### config.mk
export PLATFORM = sky130hd
export DESIGN_NAME = gpio3_port
export DESIGN_NICKNAME = d
export VERILOG_FILES = /design/src/rtl/gpio3_pkg.sv /design/src/rtl/gpio3_in_sync.sv /design/src/rtl/gpio3_bus_regs.sv /design/src/rtl/gpio3_edge_detect.sv /design/src/rtl/gpio3_pin_ctrl.sv /design/src/rtl/gpio3_port.sv
export SDC_FILE = /design/constraint.sdc
export NUM_CORES = 1
export LEC_CHECK = 0
export ABC_AREA = 1
export BUFFER_PORTS_ARGS = -buffer_cell sky130_fd_sc_hd__buf_4
export CAP_MARGIN = 5
export CORE_UTILIZATION = 37
export DETAILED_ROUTE_END_ITERATION = 7
export PLACE_DENSITY = 0.75
export SYNTH_ARGS = -nofsm -noshare
export SYNTH_HDL_FRONTEND = slang
export SYNTH_SLANG_ARGS = --single-unit
### constraint.sdc
create_clock -name clk -period 0.98 [get_ports clk]
set_input_delay 0.196 -clock clk [delete_from_list [all_inputs] [get_ports clk]]
set_output_delay 0.196 -clock clk [all_outputs]
set_load 0.05 [all_outputs]
### src/rtl/gpio3_pkg.sv
package gpio3_pkg;

    localparam int PORT_W = 3;
    localparam int DATA_W = 8;
    localparam int ADDR_W = 8;

    localparam logic [ADDR_W-1:0] DEF_LATCH_ADDR = 8'h02;
    localparam logic [ADDR_W-1:0] DEF_PIN_ADDR   = 8'h0A;

    // pins surrendered to the oscillator in dual-clock mode
    localparam logic [PORT_W-1:0] OSC_PINS = 3'b110;

    typedef enum logic {
        CLK_SINGLE = 1'b0,
        CLK_DUAL   = 1'b1
    } clk_mode_e;

    typedef enum logic [1:0] {
        SEL_NONE  = 2'd0,
        SEL_LATCH = 2'd1,
        SEL_PIN   = 2'd2
    } rd_sel_e;

    typedef struct packed {
        logic [PORT_W-1:0] drive_low;
        logic              osc_en;
    } pin_ctrl_t;

    function automatic logic [PORT_W-1:0] usable_mask(input clk_mode_e mode);
        return (mode == CLK_DUAL) ? ~OSC_PINS : {PORT_W{1'b1}};
    endfunction

    function automatic rd_sel_e decode_addr(input logic [ADDR_W-1:0] a,
                                            input logic [ADDR_W-1:0] latch_a,
                                            input logic [ADDR_W-1:0] pin_a);
        if (a == latch_a)    return SEL_LATCH;
        else if (a == pin_a) return SEL_PIN;
        else                 return SEL_NONE;
    endfunction

endpackage

### src/rtl/gpio3_in_sync.sv
module gpio3_in_sync
    import gpio3_pkg::*;
#(
    parameter int          WIDTH   = PORT_W,
    parameter int          STAGES  = 2,
    parameter logic [WIDTH-1:0] RST_VAL = '1
) (
    input  logic             clk,
    input  logic             rst,
    input  logic [WIDTH-1:0] din,
    output logic [WIDTH-1:0] dout
);
    logic [STAGES-1:0][WIDTH-1:0] stg;

    always_ff @(posedge clk) begin
        if (rst) begin
            for (int i = 0; i < STAGES; i++) stg[i] <= RST_VAL;
        end else begin
            stg[0] <= din;
            for (int i = 1; i < STAGES; i++) stg[i] <= stg[i-1];
        end
    end

    assign dout = stg[STAGES-1];

    generate
        if (STAGES == 2) begin : g_lat_chk

            sync_latency_chk: assert property (@(posedge clk) disable iff (rst)
                (!$past(rst) && !$past(rst, 2)) |-> (dout == $past(din, 2)));
        end
    endgenerate
endmodule

### src/rtl/gpio3_bus_regs.sv
module gpio3_bus_regs
    import gpio3_pkg::*;
#(
    parameter logic [ADDR_W-1:0] LATCH_ADDR = DEF_LATCH_ADDR,
    parameter logic [ADDR_W-1:0] PIN_ADDR   = DEF_PIN_ADDR
) (
    input  logic              clk,
    input  logic              rst,
    input  logic [ADDR_W-1:0] addr,
    input  logic              wr,
    input  logic              rd,
    input  logic [DATA_W-1:0] wdata,
    input  logic [PORT_W-1:0] pin_sync,
    input  clk_mode_e         mode,
    output logic [PORT_W-1:0] latch,
    output logic [DATA_W-1:0] rdata
);
    localparam int PAD_W = DATA_W - PORT_W;

    rd_sel_e sel;
    logic    wr_latch;

    assign sel      = decode_addr(addr, LATCH_ADDR, PIN_ADDR);
    assign wr_latch = wr && (sel == SEL_LATCH);

    always_ff @(posedge clk) begin
        if (rst)           latch <= '1;
        else if (wr_latch) latch <= wdata[PORT_W-1:0];
    end

    always_comb begin
        rdata = '0;
        if (rd) begin
            unique case (sel)
                SEL_LATCH: rdata = {{PAD_W{1'b0}}, latch};
                SEL_PIN:   rdata = {{PAD_W{1'b0}}, pin_sync & usable_mask(mode)};
                default:   rdata = '0;
            endcase
        end
    end


    latch_write_chk: assert property (@(posedge clk) disable iff (rst)
        (wr && addr == LATCH_ADDR) |=> (latch == $past(wdata[PORT_W-1:0])));

    latch_hold_chk: assert property (@(posedge clk) disable iff (rst)
        !(wr && addr == LATCH_ADDR) |=> $stable(latch));

    latch_reset_chk: assert property (@(posedge clk) disable iff (rst)
        $past(rst) |-> (latch == '1));
endmodule

### src/rtl/gpio3_edge_detect.sv
module gpio3_edge_detect
    import gpio3_pkg::*;
(
    input  logic clk,
    input  logic rst,
    input  logic lvl,
    output logic irq,
    output logic stop_rel
);
    logic prev;

    always_ff @(posedge clk) begin
        if (rst) prev <= 1'b1;
        else     prev <= lvl;
    end

    assign irq      = prev & ~lvl;
    assign stop_rel = ~lvl;


    irq_single_chk: assert property (@(posedge clk) disable iff (rst)
        irq |=> !irq);
endmodule

### src/rtl/gpio3_pin_ctrl.sv
module gpio3_pin_ctrl
    import gpio3_pkg::*;
(
    input  logic [PORT_W-1:0] latch,
    input  clk_mode_e         mode,
    output pin_ctrl_t         ctrl
);
    logic [PORT_W-1:0] own_mask;

    assign own_mask       = usable_mask(mode);
    assign ctrl.drive_low = ~latch & own_mask;
    assign ctrl.osc_en    = (mode == CLK_DUAL);


    always_comb begin
        osc_pins_free_chk: assert (!ctrl.osc_en || ((ctrl.drive_low & OSC_PINS) == '0));
    end
endmodule

### src/rtl/gpio3_port.sv
module gpio3_port
    import gpio3_pkg::*;
#(
    parameter logic [ADDR_W-1:0] LATCH_ADDR  = DEF_LATCH_ADDR,
    parameter logic [ADDR_W-1:0] PIN_ADDR    = DEF_PIN_ADDR,
    parameter int                SYNC_STAGES = 2
) (
    input  logic              clk,
    input  logic              rst,
    input  logic [ADDR_W-1:0] bus_addr,
    input  logic              bus_wr,
    input  logic              bus_rd,
    input  logic [DATA_W-1:0] bus_wdata,
    output logic [DATA_W-1:0] bus_rdata,
    input  logic              dual_clk,
    input  logic [PORT_W-1:0] pin_in,
    output logic [PORT_W-1:0] pin_drive_low,
    output logic              osc_enable,
    output logic              irq_pulse,
    output logic              stop_release
);
    clk_mode_e         mode;
    logic [PORT_W-1:0] pin_sync;
    logic [PORT_W-1:0] latch;
    pin_ctrl_t         ctrl;

    assign mode = clk_mode_e'(dual_clk);

    gpio3_in_sync #(.WIDTH(PORT_W), .STAGES(SYNC_STAGES), .RST_VAL({PORT_W{1'b1}})) u_sync (
        .clk  (clk),
        .rst  (rst),
        .din  (pin_in),
        .dout (pin_sync)
    );

    gpio3_bus_regs #(.LATCH_ADDR(LATCH_ADDR), .PIN_ADDR(PIN_ADDR)) u_regs (
        .clk      (clk),
        .rst      (rst),
        .addr     (bus_addr),
        .wr       (bus_wr),
        .rd       (bus_rd),
        .wdata    (bus_wdata),
        .pin_sync (pin_sync),
        .mode     (mode),
        .latch    (latch),
        .rdata    (bus_rdata)
    );

    gpio3_pin_ctrl u_pins (
        .latch (latch),
        .mode  (mode),
        .ctrl  (ctrl)
    );

    gpio3_edge_detect u_edge (
        .clk      (clk),
        .rst      (rst),
        .lvl      (pin_sync[0]),
        .irq      (irq_pulse),
        .stop_rel (stop_release)
    );

    assign pin_drive_low = ctrl.drive_low;
    assign osc_enable    = ctrl.osc_en;


    stop_on_irq_chk: assert property (@(posedge clk) disable iff (rst)
        irq_pulse |-> stop_release);

    dual_pin_read_chk: assert property (@(posedge clk) disable iff (rst)
        (dual_clk && bus_rd && bus_addr == PIN_ADDR) |-> (bus_rdata[2:1] == 2'b00));

    single_drive_chk: assert property (@(posedge clk) disable iff (rst)
        (!dual_clk && $past(bus_wr && bus_addr == LATCH_ADDR)) |->
            (pin_drive_low == ~$past(bus_wdata[PORT_W-1:0])));
endmodule

# After elaboration in Yosys (flattened, before gate mapping)
# Index checks and enable logic that the tools add are counted.
dict set report totals {
  elab_cells 19
  latchBits 0
  output_inout_bits 14
  in_bits 24
  mem_bits_ro 0
  ramBits 0
  n_memories 0
  reg_bits 10
}
dict set report classes {
  bitwise_logic 5
  div_mod_pow 0
  muxes 5
  mul 0
  eq_ne 4
  n_lt_le_gt_ge 0
  shifts 0
  n_reduce_logical 1
  add_sub_neg 0
}
# op n
set ops {}
lappend ops {{8-bit by 2-bit equality test with 1-bit output, second input constant} 1}
lappend ops {{8-bit by 4-bit equality test with 1-bit output, second input constant} 1}
lappend ops {{8-bit two-way mux} 1}
lappend ops {{3-bit AND} 2}
lappend ops {{3-bit one-hot mux with 2 select lines} 1}
lappend ops {{2-bit two-way mux} 2}
lappend ops {{3-bit two-way mux} 1}
lappend ops {{3-bit inverter} 1}
lappend ops {{2-bit by 1-bit equality test with 1-bit output, second input constant} 1}
lappend ops {{2-bit equality test, second input constant} 1}
lappend ops {{1-bit AND} 1}
lappend ops {{1-bit logical AND} 1}
lappend ops {{1-bit inverter} 1}

# Logic depth before layout (Yosys ltp)
dict set report logic_depth {
  ltp_word 6
  ltp_mapped 6
  ltp_nobuf 6
}

# By module
# From an unflattened synthesis, not the netlist that was laid out.
dict set report unflattened {
  hier_cells 83
  area_unflattened_um2 543.0
}
# module instances cells_per_inst area_each_um2 seq_area_each_um2
set modules_own_cells {}
lappend modules_own_cells {gpio3_bus_regs 1 51 291.5 60.1}
lappend modules_own_cells {gpio3_in_sync 1 22 191.4 120.1}
lappend modules_own_cells {gpio3_edge_detect 1 6 41.3 20.0}
lappend modules_own_cells {gpio3_pin_ctrl 1 4 18.8 0.0}

# Least setup slack after synthesis
# Ideal clock, no wire load.
dict set report synth_timing {
  kind {input to output}
  from {input port bus_addr[7]}
  to {output port bus_rdata[1]}
  t_arrival_ns 1.351
  setup_slack_ns -0.567
  cell_stages 5
  path_buffers 0
  required_time_ns 0.784
  cell_sequence {nor2_1 nand2_2 nor2_4 nand2_1 a21oi_1}
}
dict set report synth_via {
  elab_chain_len 6
  word_cells_on_any_way 8
  classes_between {eq/ne: 4; mux: 4}
}
# element line
set synth_lines {}
lappend synth_lines {{start: declaration} gpio3_port.sv:10} ;# input logic [ADDR_W-1:0] bus_addr,
lappend synth_lines {{8-bit by 4-bit equality test with 1-bit output} gpio3_pkg.sv:37} ;# else if (a == pin_a) return SEL_PIN;
lappend synth_lines {{2-bit two-way mux} gpio3_pkg.sv:37}
lappend synth_lines {{2-bit two-way mux (*)} gpio3_pkg.sv:36} ;# if (a == latch_a) return SEL_LATCH;
lappend synth_lines {{2-bit equality test or 2-bit by 1-bit equality test with 1-bit output (tied branches)} gpio3_bus_regs.sv:34} ;# unique case (sel)
lappend synth_lines {{3-bit one-hot mux with 2 select lines (*)} gpio3_bus_regs.sv:34}
lappend synth_lines {{8-bit two-way mux (*)} gpio3_bus_regs.sv:33} ;# if (rd) begin
lappend synth_lines {{end: declaration} gpio3_port.sv:14} ;# output logic [DATA_W-1:0] bus_rdata,
# Every way passes the cells marked *; elsewhere a longest branch is shown, timed or not.

# Worst setup path after layout
dict set report layout_timing {
  from {input port bus_addr[7]}
  to {output port bus_rdata[2]}
}
# Same word-level chain as after synthesis.

==> results by group <==
Drt
  • Via Count: 554
  • Via-per-instance ratio: 4.43
  • DR DRC count: 0
  • Drt wl/cell: 10.6 µm
  • Antenna-violating nets left: 0
  • Total Wirelength: 1320 µm
  • DR iter-0 viols: 5
  • Drt pass-1 iters: 4

Worst setup path
  • Worst r2r src: u_regs.latch[0]$_SDFFE_PP1P_
  • Worst EP arrival: 1110 ps
  • Reg-to-Reg End: u_regs.latch[0]$_SDFFE_PP1P_
  • Slowest CP cell: a21oi_4
  • Crit Path Max Fanout: 3
  • Worst r2r path cells: 4
  • Reg2reg setup slack: 180 ps
  • Top cell by count, worst path: nor2_4
  • CP Capture Type: output pin
  • Buf+Inv Stages, Crit Path: 2
  • Worst Path Required: 780 ps
  • Startpoint types: input pin
  • Worst path cell trace: buf_4 > nor2_4 > nand2_2 > nor2_4 > nand2_1 > a21oi_4 > buf_6
  • Critical path's top delay family: simple AND/OR/NAND/NOR gates
  • Critical path class: input pin to output pin
  • Slowest stage delay, CP: 170 ps

Placed design
  • Placed instance area: 807 µm²
  • Setup WS pre-CTS: -338 ps
  • Dpl hpwl: 991 µm
  • RePlAce Congestion: 0.679
  • # port buffers: 27

Clock tree
  • Worst-path clk slew: 60 ps
  • CTS tree: yes
  • Clk buf depth: 2
  • Clock root buffer master: clkbuf_4
  • H-tree depth: 1
  • Worst-Skew Late Latency: 260 ps
  • Cts bufs inserted: 3
  • Clk sink count: 10

Final layout
  • Antenna diodes: 0
  • Leading cell type in the layout, fill and taps excluded: buf_4
  • Finished Cell Area: 980 µm²
  • Area of the multi-input gates: 334 µm²
  • Layout cells sized above 1: 64.0%
  • Utilization after layout: 82.6%
  • Register area: 205 µm²
  • Final Net Count: 136
  • Fillers: 83
  • Most frequent cells in the layout: 25 x buf_4, 9 x inv_1, 9 x nand3_1, 9 x buf_6
  • Area grow syn2layout: 94.8%

STA
  • Fmax: 765 MHz
  • Crit path time final: 1310 ps
  • Setup violators final: 8
  • Final hold vios: 0
  • Final setup margin: -327 ps
  • Hold WS: 113 ps
  • Fin. max-slew vios: 0
  • Clock skew: 0.587 ps
  • RSZ-0062 raised after global routing: true
  • Final worst path period share: 133%

Logic synthesis
  • Synth Register Bits: 10
  • Post-synth top area share: 39.8%
  • Seq/Total Area, Yosys: 39.8%
  • Largest cells by area after synthesis: dfxtp_1 40%, nand3_1 11%, buf_4 9.0%
  • Netlist cell types: 13
  • Syn Inst Count: 72
  • Synthesized area per cell: 6.99 µm²
  • Synth Cell Area: 503 µm²
  • Largest area contributor in the netlist: dfxtp_1
  • Warnings from Yosys: 0

Global route
  • Initial antenna violation count: 0
  • First-pass GRT wire length: 1970 µm
  • Global Route Usage Sum: 19.9%
  • Pin count of the biggest net entering global routing: 8
  • Grt ovf: 0
  • Vias in the first global route: 493

Die
  • Die Span X: 38.9 µm
  • Row cnt: 12
  • Initial Utilization: 42.4%
  • Die area: 0.00151 mm²
  • Core ar.: 0.00119 mm²
  • Ports: 38
  • DIE HEIGHT: 38.9 µm

Run
  • Max-cap violation count: 0

Worst hold path
  • HP Start: pin_in[2]
  • Hold Crit Depth: 2
  • Worst hold-check path type: input pin to register
  • End of the worst hold path: u_sync.stg[2]$_SDFF_PP1_

Power
  • Net Sw Power: 0.275 mW
  • Static Leak: 0.476 nW
  • Logic pwr share: 22.5%
  • Pwr/cell area: 1030 mW/mm²
  • Internal Power: 0.738 mW
  • Reg power frac: 41.9%
  • Total power draw: 1.01 mW
  • Worst vdd ir: 0.762 mV
  • Clock network power share: 35.7%
  • Sw Ratio: 27.1%

Status
  • Status: complete, but fails checks
  • Failing checks: negative setup slack
==> cells by family after synthesis <==
family | count (synthesis) | synth area share [%]
other | 1 | 0.746
AND/OR/NAND/NOR | 40 | 38.6
buffers and inverters | 18 | 17.9
flip-flops | 10 | 39.8
AO/OA/AOI/OAI | 3 | 2.98
==> synth_stat cells <==
cell     count
conb_1       1
buf_4        6
nor2_4       1
nand2_2      2
or2_2        6
nor2_2       1
dfxtp_1     10
nand2_1      9
nor2_1      10
inv_2        1
nand3_1     11
inv_1       11
a21oi_1      3
==> how the worst max path moves through the flow <==
| stage | from | end | slack, ps | cells after the start |
|---|---|---|---|---|
| 6_report | bus_addr[7] | bus_rdata[2] | -330 | 7 |
| 4_1_cts | u_sync.dout[1]$_SDFF_PP1_ | bus_rdata[1] | -340 | 5 |
| 2_1_floorplan | bus_addr[2] | bus_rdata[1] | -150 | 5 |
| 3_5_place_dp | bus_addr[2] | bus_rdata[1] | -340 | 7 |
| 3_3_place_gp | bus_addr[2] | bus_rdata[2] | -290 | 7 |
| 5_1_grt | u_sync.dout[2]$_SDFF_PP1_ | bus_rdata[2] | -410 | 5 |
==> cell type report <==
cell class	count	area share [%]
Clock buffer	4	3.70
Inverter	12	5.36
Multi-Input combinational cell	48	34.1
Sequential cell	10	20.9
Tap cell	14	1.79
Timing Repair Buffer	37	34.1
==> flip-flops by register name (all words and copies together), names as in the netlist <==
name          count
u_sync.dout       3
u_regs.latch      3
u_sync.stg        3
u_edge.prev       1
==> power groups by stage <==
stage                     sequential, mW  combinational (mW)  clock [mW]
after detailed placement           0.433               0.199           0
after CTS                          0.424               0.225       0.379
after global routing               0.424               0.241       0.404
final                              0.424               0.227       0.361
after global placement             0.432               0.195           0
after floorplan                    0.432               0.129           0
==> routing by layer <==
metal	track usage, %	part of all wire [%]	up-vias
met4	7.76	0	0
met2	35.4	55	22
li1	-	-	284
met1	22.1	40	248
met5	0	0	-
met3	5.20	4.9	0
==> metrics by stage <==
step                setup TNS (ps)  instances
floorplan                     -408         76
global placement             -1200        117
detailed placement           -1310        117
CTS                          -1650        124
global route                 -1950        125
finish                       -1590        125
==> worst reg2reg max path: cells and delay by family (launching register included) <==
family | cells | cell delay (ps)
flip-flops | 1 | 340
AND/OR/NAND/NOR | 2 | 110
buffers and inverters | 2 | 240
==> what timing repair did <==
action | CTS | global route
endpoints found under the setup margin | 8 | 8
buffers inserted | 3 | 1
hold buffers | 0 | 0
pin swaps | 11 | 2
gates resized for setup | 30 | 2
Power figures use the tool's default switching activity.
